## src/rtl/ser_pkg.sv

```systemverilog
package ser_pkg;
   typedef enum logic {
      SER_IDLE = 1'b0,
      SER_SEND = 1'b1
   } ser_state_e;
endpackage

```

## src/rtl/ser_beat_ctr.sv

```systemverilog
module ser_beat_ctr #(
   parameter int NUM_BEATS = 9,
   localparam int CW = (NUM_BEATS > 1) ? $clog2(NUM_BEATS) : 1
) (
   input  logic          clk,
   input  logic          rst,
   input  logic          start,
   output logic          busy,
   output logic [CW-1:0] idx,
   output logic          at_last
);
   import ser_pkg::*;

   localparam logic [CW-1:0] LAST_IDX = CW'(NUM_BEATS - 1);

   ser_state_e st_q;

   always_ff @(posedge clk) begin
      if (rst) begin
         st_q <= SER_IDLE;
         idx  <= '0;
      end else if (start) begin
         st_q <= SER_SEND;
         idx  <= '0;
      end else if (st_q == SER_SEND) begin
         if (idx == LAST_IDX) begin
            st_q <= SER_IDLE;
            idx  <= '0;
         end else begin
            idx <= idx + 1'b1;
         end
      end
   end

   assign busy    = (st_q == SER_SEND);
   assign at_last = busy && (idx == LAST_IDX);

   // an unfinished burst keeps going into the next cycle
   p_burst_continues_r4: assert property (@(posedge clk) disable iff (rst)
      (busy && !at_last && !start) |=> (busy && idx == $past(idx) + 1'b1));

   // the index never runs past the final beat
   p_idx_bound_r5: assert property (@(posedge clk) disable iff (rst)
      busy |-> (idx <= LAST_IDX));
endmodule

```

## src/rtl/ser_hold_bank.sv

```systemverilog
module ser_hold_bank #(
   parameter int BEAT_W    = 24,
   parameter int NUM_BEATS = 9,
   localparam int WORD_W = BEAT_W * NUM_BEATS,
   localparam int CW     = (NUM_BEATS > 1) ? $clog2(NUM_BEATS) : 1
) (
   input  logic              clk,
   input  logic              load,
   input  logic [WORD_W-1:0] word_in,
   input  logic [CW-1:0]     sel,
   output logic [BEAT_W-1:0] beat_out
);
   logic [BEAT_W-1:0] slot_q [NUM_BEATS];

   for (genvar g = 0; g < NUM_BEATS; g++) begin : g_slot
      always_ff @(posedge clk) begin
         if (load) slot_q[g] <= word_in[g*BEAT_W +: BEAT_W];
      end
   end

   always_comb begin
      beat_out = '0;
      for (int i = 0; i < NUM_BEATS; i++) begin
         if (sel == CW'(i)) beat_out = slot_q[i];
      end
   end
endmodule

```

## src/rtl/beat_serializer.sv

```systemverilog
module beat_serializer #(
   parameter int BEAT_W    = 24,
   parameter int NUM_BEATS = 9,
   localparam int WORD_W = BEAT_W * NUM_BEATS,
   localparam int CW     = (NUM_BEATS > 1) ? $clog2(NUM_BEATS) : 1
) (
   input  logic              clk,
   input  logic              rst,
   input  logic              in_valid,
   input  logic [WORD_W-1:0] in_data,
   output logic              out_valid,
   output logic [BEAT_W-1:0] out_data,
   output logic              out_last,
   output logic              overrun
);
   if (BEAT_W < 1) begin : g_bad_width
      $error("beat_serializer: BEAT_W must be at least 1");
   end
   if (NUM_BEATS < 2) begin : g_bad_count
      $error("beat_serializer: NUM_BEATS must be at least 2");
   end

   logic          busy;
   logic          at_last;
   logic [CW-1:0] idx;
   logic          accept;
   logic          ovr_q;

   assign accept = in_valid && (!busy || at_last);

   ser_beat_ctr #(.NUM_BEATS(NUM_BEATS)) u_ctr (
      .clk     (clk),
      .rst     (rst),
      .start   (accept),
      .busy    (busy),
      .idx     (idx),
      .at_last (at_last)
   );

   ser_hold_bank #(.BEAT_W(BEAT_W), .NUM_BEATS(NUM_BEATS)) u_bank (
      .clk      (clk),
      .load     (accept),
      .word_in  (in_data),
      .sel      (idx),
      .beat_out (out_data)
   );

   always_ff @(posedge clk) begin
      if (rst) ovr_q <= 1'b0;
      else     ovr_q <= in_valid && busy && !at_last;
   end

   assign out_valid = busy;
   assign out_last  = at_last;
   assign overrun   = ovr_q;

   // an accepted strobe opens a burst at beat 0 in the next cycle
   p_accept_starts_r2: assert property (@(posedge clk) disable iff (rst)
      accept |=> (out_valid && idx == '0 && !out_last));

   // the last marker only appears on a valid beat
   p_last_valid_r5: assert property (@(posedge clk) disable iff (rst)
      out_last |-> out_valid);

   // a dropped strobe neither restarts the index nor reloads
   p_drop_keeps_r6: assert property (@(posedge clk) disable iff (rst)
      (in_valid && out_valid && !out_last) |=> (overrun && idx == $past(idx) + 1'b1));

   // a strobe on the final beat is never flagged
   p_no_flag_on_last_r7: assert property (@(posedge clk) disable iff (rst)
      (in_valid && out_last) |=> !overrun);
endmodule

```

## config.mk

```make
export PLATFORM = sky130hd
export DESIGN_NAME = beat_serializer
export DESIGN_NICKNAME = d
export VERILOG_FILES = /design/src/rtl/ser_pkg.sv /design/src/rtl/ser_beat_ctr.sv /design/src/rtl/ser_hold_bank.sv /design/src/rtl/beat_serializer.sv
export SDC_FILE = /design/constraint.sdc
export NUM_CORES = 1
export LEC_CHECK = 0
export ABC_AREA = 1
export BUFFER_PORTS_ARGS = -buffer_cell sky130_fd_sc_hd__buf_2
export CORE_MARGIN = 3
export CORE_UTILIZATION = 55
export DETAILED_ROUTE_END_ITERATION = 10
export GPL_ROUTABILITY_DRIVEN = 0
export GPL_TIMING_DRIVEN = 0
export PLACE_DENSITY = 0.86
export SYNTH_ARGS = -nofsm -noshare
export SYNTH_HDL_FRONTEND = slang
export SYNTH_SLANG_ARGS = --single-unit
```

## constraint.sdc

```tcl
create_clock -name clk -period 19.84 [get_ports clk]
set_input_delay 0.992 -clock clk [delete_from_list [all_inputs] [get_ports clk]]
set_output_delay 0.992 -clock clk [all_outputs]
set_load 0.02 [all_outputs]
```

==> results.txt, run 1 <==
Vias -> 7,005
Critical Path Sink Type -> output port
Logic pwr share -> 9.4%
Violation count after the first detailed-route iteration -> 637
LEAKAGE -> 5.189 nW
# Post-CTS Setup Buffers -> 0
Worst-Margin Slew -> 0.5833 ns
Worst EP arrival -> 2.68 ns
Worst-path fanout max -> 10
Final nets -> 1,363
Cts bufs inserted -> 23
Post-route antenna net violation count -> 0
Syn. warnings -> 0
Count of cell types in the netlist -> 24
Psw -> 0.0002346 W
Syn_nets -> 1,086
Hold Path Stages -> 2
First-pass GRT wire length -> 34.55 mm
CTS tree -> yes
Layout area overhead -> 25.06%
Top Ports -> 246
Hold worst-path end -> u_ctr.idx[2]
Status -> finished, final reports clean
Share of layout cells above drive strength 1 -> 29.58%
Tot GR Track Use -> 24.34%
Critical setup path kind -> flip-flop to output port
Final Hold Fails -> 0
Avg Inst Size Synth -> 10.93 um^2
Global route overflow -> 0
Number of remaining DRC errors -> 0
Die height -> 137.0 um
CTS Hold Bufs -> 0
Rows -> 47
Largest net degree at the start of global routing -> 38
Root Buffer -> clkbuf_16
Worst-Skew Late Latency -> 0.51 ns
# Max-Cap Violations -> 0
RSZ-0062 raised after global routing -> no
WL final -> 23.37 mm
Vias/cell -> 5.087
Slew margin rel. -> 61.11%
Die area -> 18,760 um^2
R2r worst-path depth -> 12
Clock slew at reported path FFs -> 0.06 ns
Netlist Area Pre-Place -> 9437 um^2
Fmax -> 272.1 MHz
Die extent in x -> 137.0 um
Worst VDD drop -> 0.07067 mV
Post-Syn Instances -> 863
Required @ worst endpoint -> 18.85 ns
CTS sink cnt -> 222
Power Internal -> 0.0008197 W
Final period utilization -> 18.53%
Minimum clock period after layout -> 3.676 ns
Starting Density -> 56.50%
R2r startpoint -> u_ctr.idx[1]
Net Sw Frac -> 22.25%
Clock Power Share -> 38.1%
Critical path launch point type -> flip-flop
Hold Path Class -> flip-flop to flip-flop
Sequential share of power -> 52.5%
Count of pins over their slew limit -> 0
Dpl hpwl -> 17.26 mm
CTS resizes -> 0
H-Tree Level Count -> 1
R2R Path End -> u_bank.slot_q[0][18]
Reg2Reg Setup Slack -> 17.04 ns
TNS Setup -> 0 ns
Seq/Total Area, Yosys -> 70.01%
Clock Skews -> 0.01211 ns
Core Region -> 16,700 um^2
Final setup fails -> 0
Clk buf depth -> 3
# fillers -> 1,190
Drt first pass iters -> 5
Initial antenna violation count -> 3
Hold slack -> 0.5937 ns
PwrDens -> 89.34 nW/um^2
Hold_sp -> u_ctr.busy
Vias in the first global route -> 6,997
Synth Register Bits -> 222
Wire per inst -> 16.97 um
Total Power -> 0.001054 W
IO buf count -> 245
[layer usage]
| metal | up-vias | GRT usage, % | routed length (um) |
|---|---|---|---|
| li1 | 3416 | - | - |
| met4 | 4 | 7.151 | 516 |
| met3 | 42 | 6.029 | 2264 |
| met5 | - | 0 | 22 |
| met2 | 310 | 43.08 | 11850 |
| met1 | 3233 | 29.56 | 8720 |
[power groups by stage]
| stage | clock network, W | registers (W) | logic [W] |
|---|---|---|---|
| after CTS | 0.000409 | 0.000553 | 0.000101 |
| after global routing | 0.000430 | 0.000555 | 0.000110 |
| after floorplan | 0 | 0.000569 | 0.0000493 |
| final | 0.000402 | 0.000553 | 0.0000995 |
| after global placement | 0 | 0.000574 | 0.0000918 |
| after detailed placement | 0 | 0.000563 | 0.0000999 |
[cells by family (layout without fill, tap and decap cells)]
kind of cell,count (synthesis),count (layout),share of synthesized area [%]
AND/OR/NAND/NOR,501,501,23.42
AO/OA/AOI/OAI,6,6,0.3447
buffers and inverters,129,422,5.609
adder cells (fa/ha/maj),4,4,0.5304
other,0,1,0
XOR/XNOR,1,1,0.09283
flip-flops,222,222,70.01
[through the flow]
stage | area, um^2 | setup WS, ns | std cells | utilization [%]
CTS | 11800 | 16.14 | 1376 | 70.65
floorplan | 9437 | 8.850 | 863 | -
global placement | 10940 | 5.597 | 1328 | 65.49
global route | 11800 | 15.95 | 1377 | 70.66
finish | 11800 | 16.16 | 1377 | 70.66
detailed placement | 11100 | 16.72 | 1335 | 66.47
[registers in the layout (all words and copies together) (netlist names)]
register,cells
u_bank.slot_q,216
u_ctr.busy,1
overrun,1
u_ctr.idx,4
[how the worst max path moves through the flow]
| stage | startpoint | end | slack (ns) | depth (start not counted) |
|---|---|---|---|---|
| 6_report | u_ctr.idx[1] | out_data[15] | 16.16 | 13 |
| 5_1_grt | u_ctr.idx[1] | out_data[22] | 15.95 | 13 |
| 4_1_cts | u_ctr.idx[1] | out_data[22] | 16.14 | 13 |
| 3_5_place_dp | u_ctr.idx[1] | out_data[11] | 16.72 | 13 |
| 3_3_place_gp | u_ctr.idx[1] | u_bank.slot_q[8][16] | 5.60 | 9 |
| 2_1_floorplan | u_ctr.idx[1] | u_bank.slot_q[0][0] | 8.85 | 9 |
[critical path: stages (launching register included)]
cell and delay [ns]:
dfxtp_1 0.32, inv_1 0.12, ha_1 0.25, buf_2 0.24, buf_1 0.41, nand3_1 0.14
nand3_1 0.12, nand2_1 0.07, nand4_1 0.09, nand2_1 0.08, nand2_1 0.07, nand2_1 0.04
nand2_1 0.06, buf_2 0.16
[cells in the final DEF, fill, tap and decap left out, types with 4 or more instances in the layout]
cell type / instances
buf_1: 4
buf_12: 5
buf_2: 269
buf_4: 4
clkbuf_1: 21
clkbuf_16: 23
dfxtp_1: 6
edfxtp_1: 216
ha_1: 4
inv_1: 82
nand2_1: 268
nand3_1: 75
nand3b_1: 24
nand4_1: 24
nor2_1: 78
or2_2: 24
[synth_stat cells]
cell | instances | area (um^2)
nand2_1 | 268 | 1006
edfxtp_1 | 216 | 6486
inv_1 | 82 | 307.8
nor2_1 | 79 | 296.5
nand3_1 | 75 | 375.4
buf_2 | 24 | 120.1
nand3b_1 | 24 | 180.2
nand4_1 | 24 | 150.1
or2_2 | 24 | 150.1
clkbuf_1 | 12 | 45.04
dfxtp_1 | 6 | 120.1
buf_1 | 4 | 15.01
buf_4 | 4 | 30.03
ha_1 | 4 | 50.05
a21oi_1 | 3 | 15.01
inv_2 | 3 | 11.26
nor2_2 | 2 | 12.51
nor3_1 | 2 | 10.01
o21ai_0 | 2 | 10.01
nand2_2 | 1 | 6.260
nor3_4 | 1 | 16.27
o21bai_1 | 1 | 7.510
or2_1 | 1 | 6.260
xor2_1 | 1 | 8.760
[layout make-up]
cell class | count | area [um^2] | share of cell area [%]
flip-flops and latches | 222 | 6606 | 55.98
multi-input cells | 512 | 2308 | 19.56
repair buffers | 252 | 1381 | 11.70
clock buffers | 34 | 636.9 | 5.397
inverters | 85 | 319.1 | 2.704
well taps | 220 | 275.3 | 2.332
plain buffers | 44 | 210.2 | 1.781
clock inverters | 7 | 61.31 | 0.5195
diodes | 1 | 2.502 | 0.02120
(Power assumes the default switching activity.)
==> run 2, diff against run 1 <==
Settings changed: ABC_AREA 1 to 0, CORE_UTILIZATION 55 to 53, PLACE_DENSITY 0.86 to 0.83.
Clock period 19.84 ns to 3.8 ns, I/O delays scaled along.
==> results.txt, run 2 <==
Status -> finished, final reports clean
TNS Setup -> 0 ns (unchanged)
Top cell type's share of synthesized area -> 68.25% (-0.49 points)
Placed inst area -> 11,100 um^2 (about the same)
# Max-Cap Violations -> 0 (unchanged)
Vias/cell -> 5.930 (+17%)
Final setup fails -> 0 (unchanged)
Area leader, netlist -> edfxtp_1
Post-synth top cells -> edfxtp_1, a21oi_1, inv_1, o221ai_1, nand2_1
Initial antenna violation count -> 4 (+1)
Hold Path Class -> primary input to flip-flop
Die area -> 19,570 um^2 (+4.3%)
CTS sink cnt -> 222 (unchanged)
CTS resizes -> 0 (unchanged)
WL final -> 33.09 mm (+42%)
Count leader, synth -> edfxtp_1
# fillers -> 910 (-24%)
Most frequent cells in the layout -> buf_2, dlygate4sd3_1, edfxtp_1
Syn. warnings -> 0 (unchanged)
CTS tree -> yes
Top Ports -> 246 (unchanged)
Vias in the first global route -> 8,456 (+21%)
Clock slew at reported path FFs -> 0.07 ns (about the same)
IO buf count -> 245 (unchanged)
Fmax -> 318.7 MHz
Final Hold Fails -> 0 (unchanged)
Core Region -> 17,420 um^2 (+4.3%)
H-Tree Level Count -> 1 (unchanged)
Leading registers by flop count -> u_bank.slot_q: 216 flops, u_ctr.idx: 4 flops
Final nets -> 1,316 (-3.4%)
Biggest register -> u_bank.slot_q
Critical path launch point type -> flip-flop
Share of layout cells above drive strength 1 -> 34.83% (+5.2 points)
Top FF cell, synth -> edfxtp_1
Number of remaining DRC errors -> 0 (unchanged)
Syn_nets -> 824 (-24%)
Vias -> 7,946 (+13%)
Dpl hpwl -> 18.13 mm (+5.0%)
Worst VDD drop -> 0.4094 mV (+480%)
Netlist Area Pre-Place -> 9504 um^2 (+0.72%)
Clock Skews -> 0.01219 ns (+0.00007980 ns)
Layout area overhead -> 48.92%
Largest net degree at the start of global routing -> 73 (+92%)
Starting Density -> 54.57% (-1.9 points)
Post-Syn Instances -> 601 (-30%)
Count of cell types in the netlist -> 34 (+42%)
Drt first pass iters -> 5 (unchanged)
Global route overflow -> 0 (unchanged)
Synth Register Bits -> 222 (unchanged)
Async SR Flop Fraction -> 0% (unchanged)
Layout Cell Area excl Fill -> 14,150 um^2 (+20%)
Worst-Skew Late Latency -> 0.52 ns (about the same)
Post-synth EDFFs -> 216 (unchanged)
Critical setup path kind -> flip-flop to output port
First-pass GRT wire length -> 49.34 mm (+43%)
Slew margin rel. -> 53.07% (-8.0 points)
RSZ-0062 raised after global routing -> no
Required @ worst endpoint -> 3.61 ns (-15.24 ns)
Total Power -> 0.006213 W (+490%)
Post-route antenna net violation count -> 0 (unchanged)
Violation count after the first detailed-route iteration -> 997 (+57%)
Most common cell after layout, fill and taps aside -> buf_2
Count of pins over their slew limit -> 0 (unchanged)
Tot GR Track Use -> 32.83% (+8.5 points)
PwrDens -> 438.9 nW/um^2 (+390%)
Worst EP arrival -> 2.95 ns (+0.27 ns)
Die height -> 139.9 um (+2.1%)
Avg Inst Size Synth -> 15.81 um^2 (+45%)
Minimum clock period after layout -> 3.138 ns
Wire per inst -> 24.70 um (+45%)
Cts bufs inserted -> 24 (+4.3%)
Root Buffer -> clkbuf_16
Die extent in x -> 139.9 um (+2.1%)
Seq/Total Area, Yosys -> 69.51% (-0.50 points)
Critical Path Sink Type -> output port
Final period utilization -> 82.58%
Worst-Margin Slew -> 0.7039 ns (+0.1206 ns)
Rows -> 48 (+2.1%)
Max reg flops -> 216 (unchanged)
Worst-path fanout max -> 10 (unchanged)
Clk buf depth -> 3 (unchanged)
Ranking of synthesized cells by area -> edfxtp_1, a21oi_1, o221ai_2
LEAKAGE -> 5.548 nW (+6.9%)
run 2: changes by cell type after synthesis, sizes merged, moves of 48 or more:
cell	delta
a21oi	+71
nand3	-75
nand2	-242
o221ai	+48
nor2	-76
inv	-57
run 2: where the power goes:
| group | leakage [nW] | switching (W) | internal [W] | total, W |
|---|---|---|---|---|
| clock network | 0.417 | 0.000996 | 0.00158 | 0.00258 |
| logic | 3.03 | 0.000352 | 0.000370 | 0.000722 |
| registers | 2.11 | 0.0000634 | 0.00285 | 0.00291 |
run 2: metal layers:
metal  share of wire [%]  GRT usage (%)  vias to the layer above
met5                   0              0                        -
met4                 3.8          12.60                        0
met3                 9.2          6.214                      101
met2                  52          57.05                      595
met1                  35          40.98                     3812
li1                    -              -                     3438
run 2: cell families (layout without fill, tap and decap cells):
family          Yosys count  after routing  synth area share [%]
flops                   222            222                 69.51
compound gates          219            219                 21.18
buf+inv                  82            592                 4.266
simple gates             71             71                 4.226
fa+ha+maj                 4              4                0.5266
xor+xnor                  2              2                0.1843
mux                       1              1                0.1053
other cells               0              4                     0
run 2: layout make-up:
cell class / count / area (um^2) / share of cell area (%)
flip-flops and latches: 222 / 6606 / 46.68
repair buffers: 466 / 3491 / 24.66
plain buffers: 54 / 300.3 / 2.122
diodes: 4 / 10.01 / 0.07072
well taps: 225 / 281.5 / 1.989
clock buffers: 28 / 615.6 / 4.349
multi-input cells: 297 / 2495 / 17.63
inverters: 28 / 105.1 / 0.7426
clock inverters: 16 / 249.0 / 1.759
run 2: final timing paths:
check,cells after the start,slack (ns),startpoint,end
setup / recovery,8,0.66,u_ctr.idx[1],out_data[20]
hold / removal,2,0.38,in_data[165],u_bank.slot_q[6][21]
setup reg to reg,9,1.05,u_ctr.idx[0],u_bank.slot_q[8][13]
hold reg to reg,2,0.60,u_ctr.idx[1],u_ctr.idx[1]
run 2: critical path, cell delays in order, from the launching register on:
cell and delay (ns):
dfxtp_1 0.41, inv_1 0.10, ha_1 0.19, buf_2 0.20
nand2_1 0.21, clkbuf_1 0.56, o221ai_1 0.23, o211ai_1 0.30
buf_2 0.22
run 2: what timing repair did:
action                                 in CTS  in global routing
hold buffers                              218                  0
endpoints found under the hold margin     220                  0
buffers inserted                            0                  0
run 2: through the flow:
step           std cells  setup slack [ns]  utilization (%)  hold WS, ns
2_1_floorplan        601            0.6486                -       0.2591
3_3_place_gp        1071          0.005030            63.24       0.3671
3_5_place_dp        1074             1.078            63.71       0.3681
4_1_cts             1336            0.7648            81.21       0.3604
5_1_grt             1340            0.5605            81.26       0.3734
6_report            1340            0.6621            81.26       0.3823
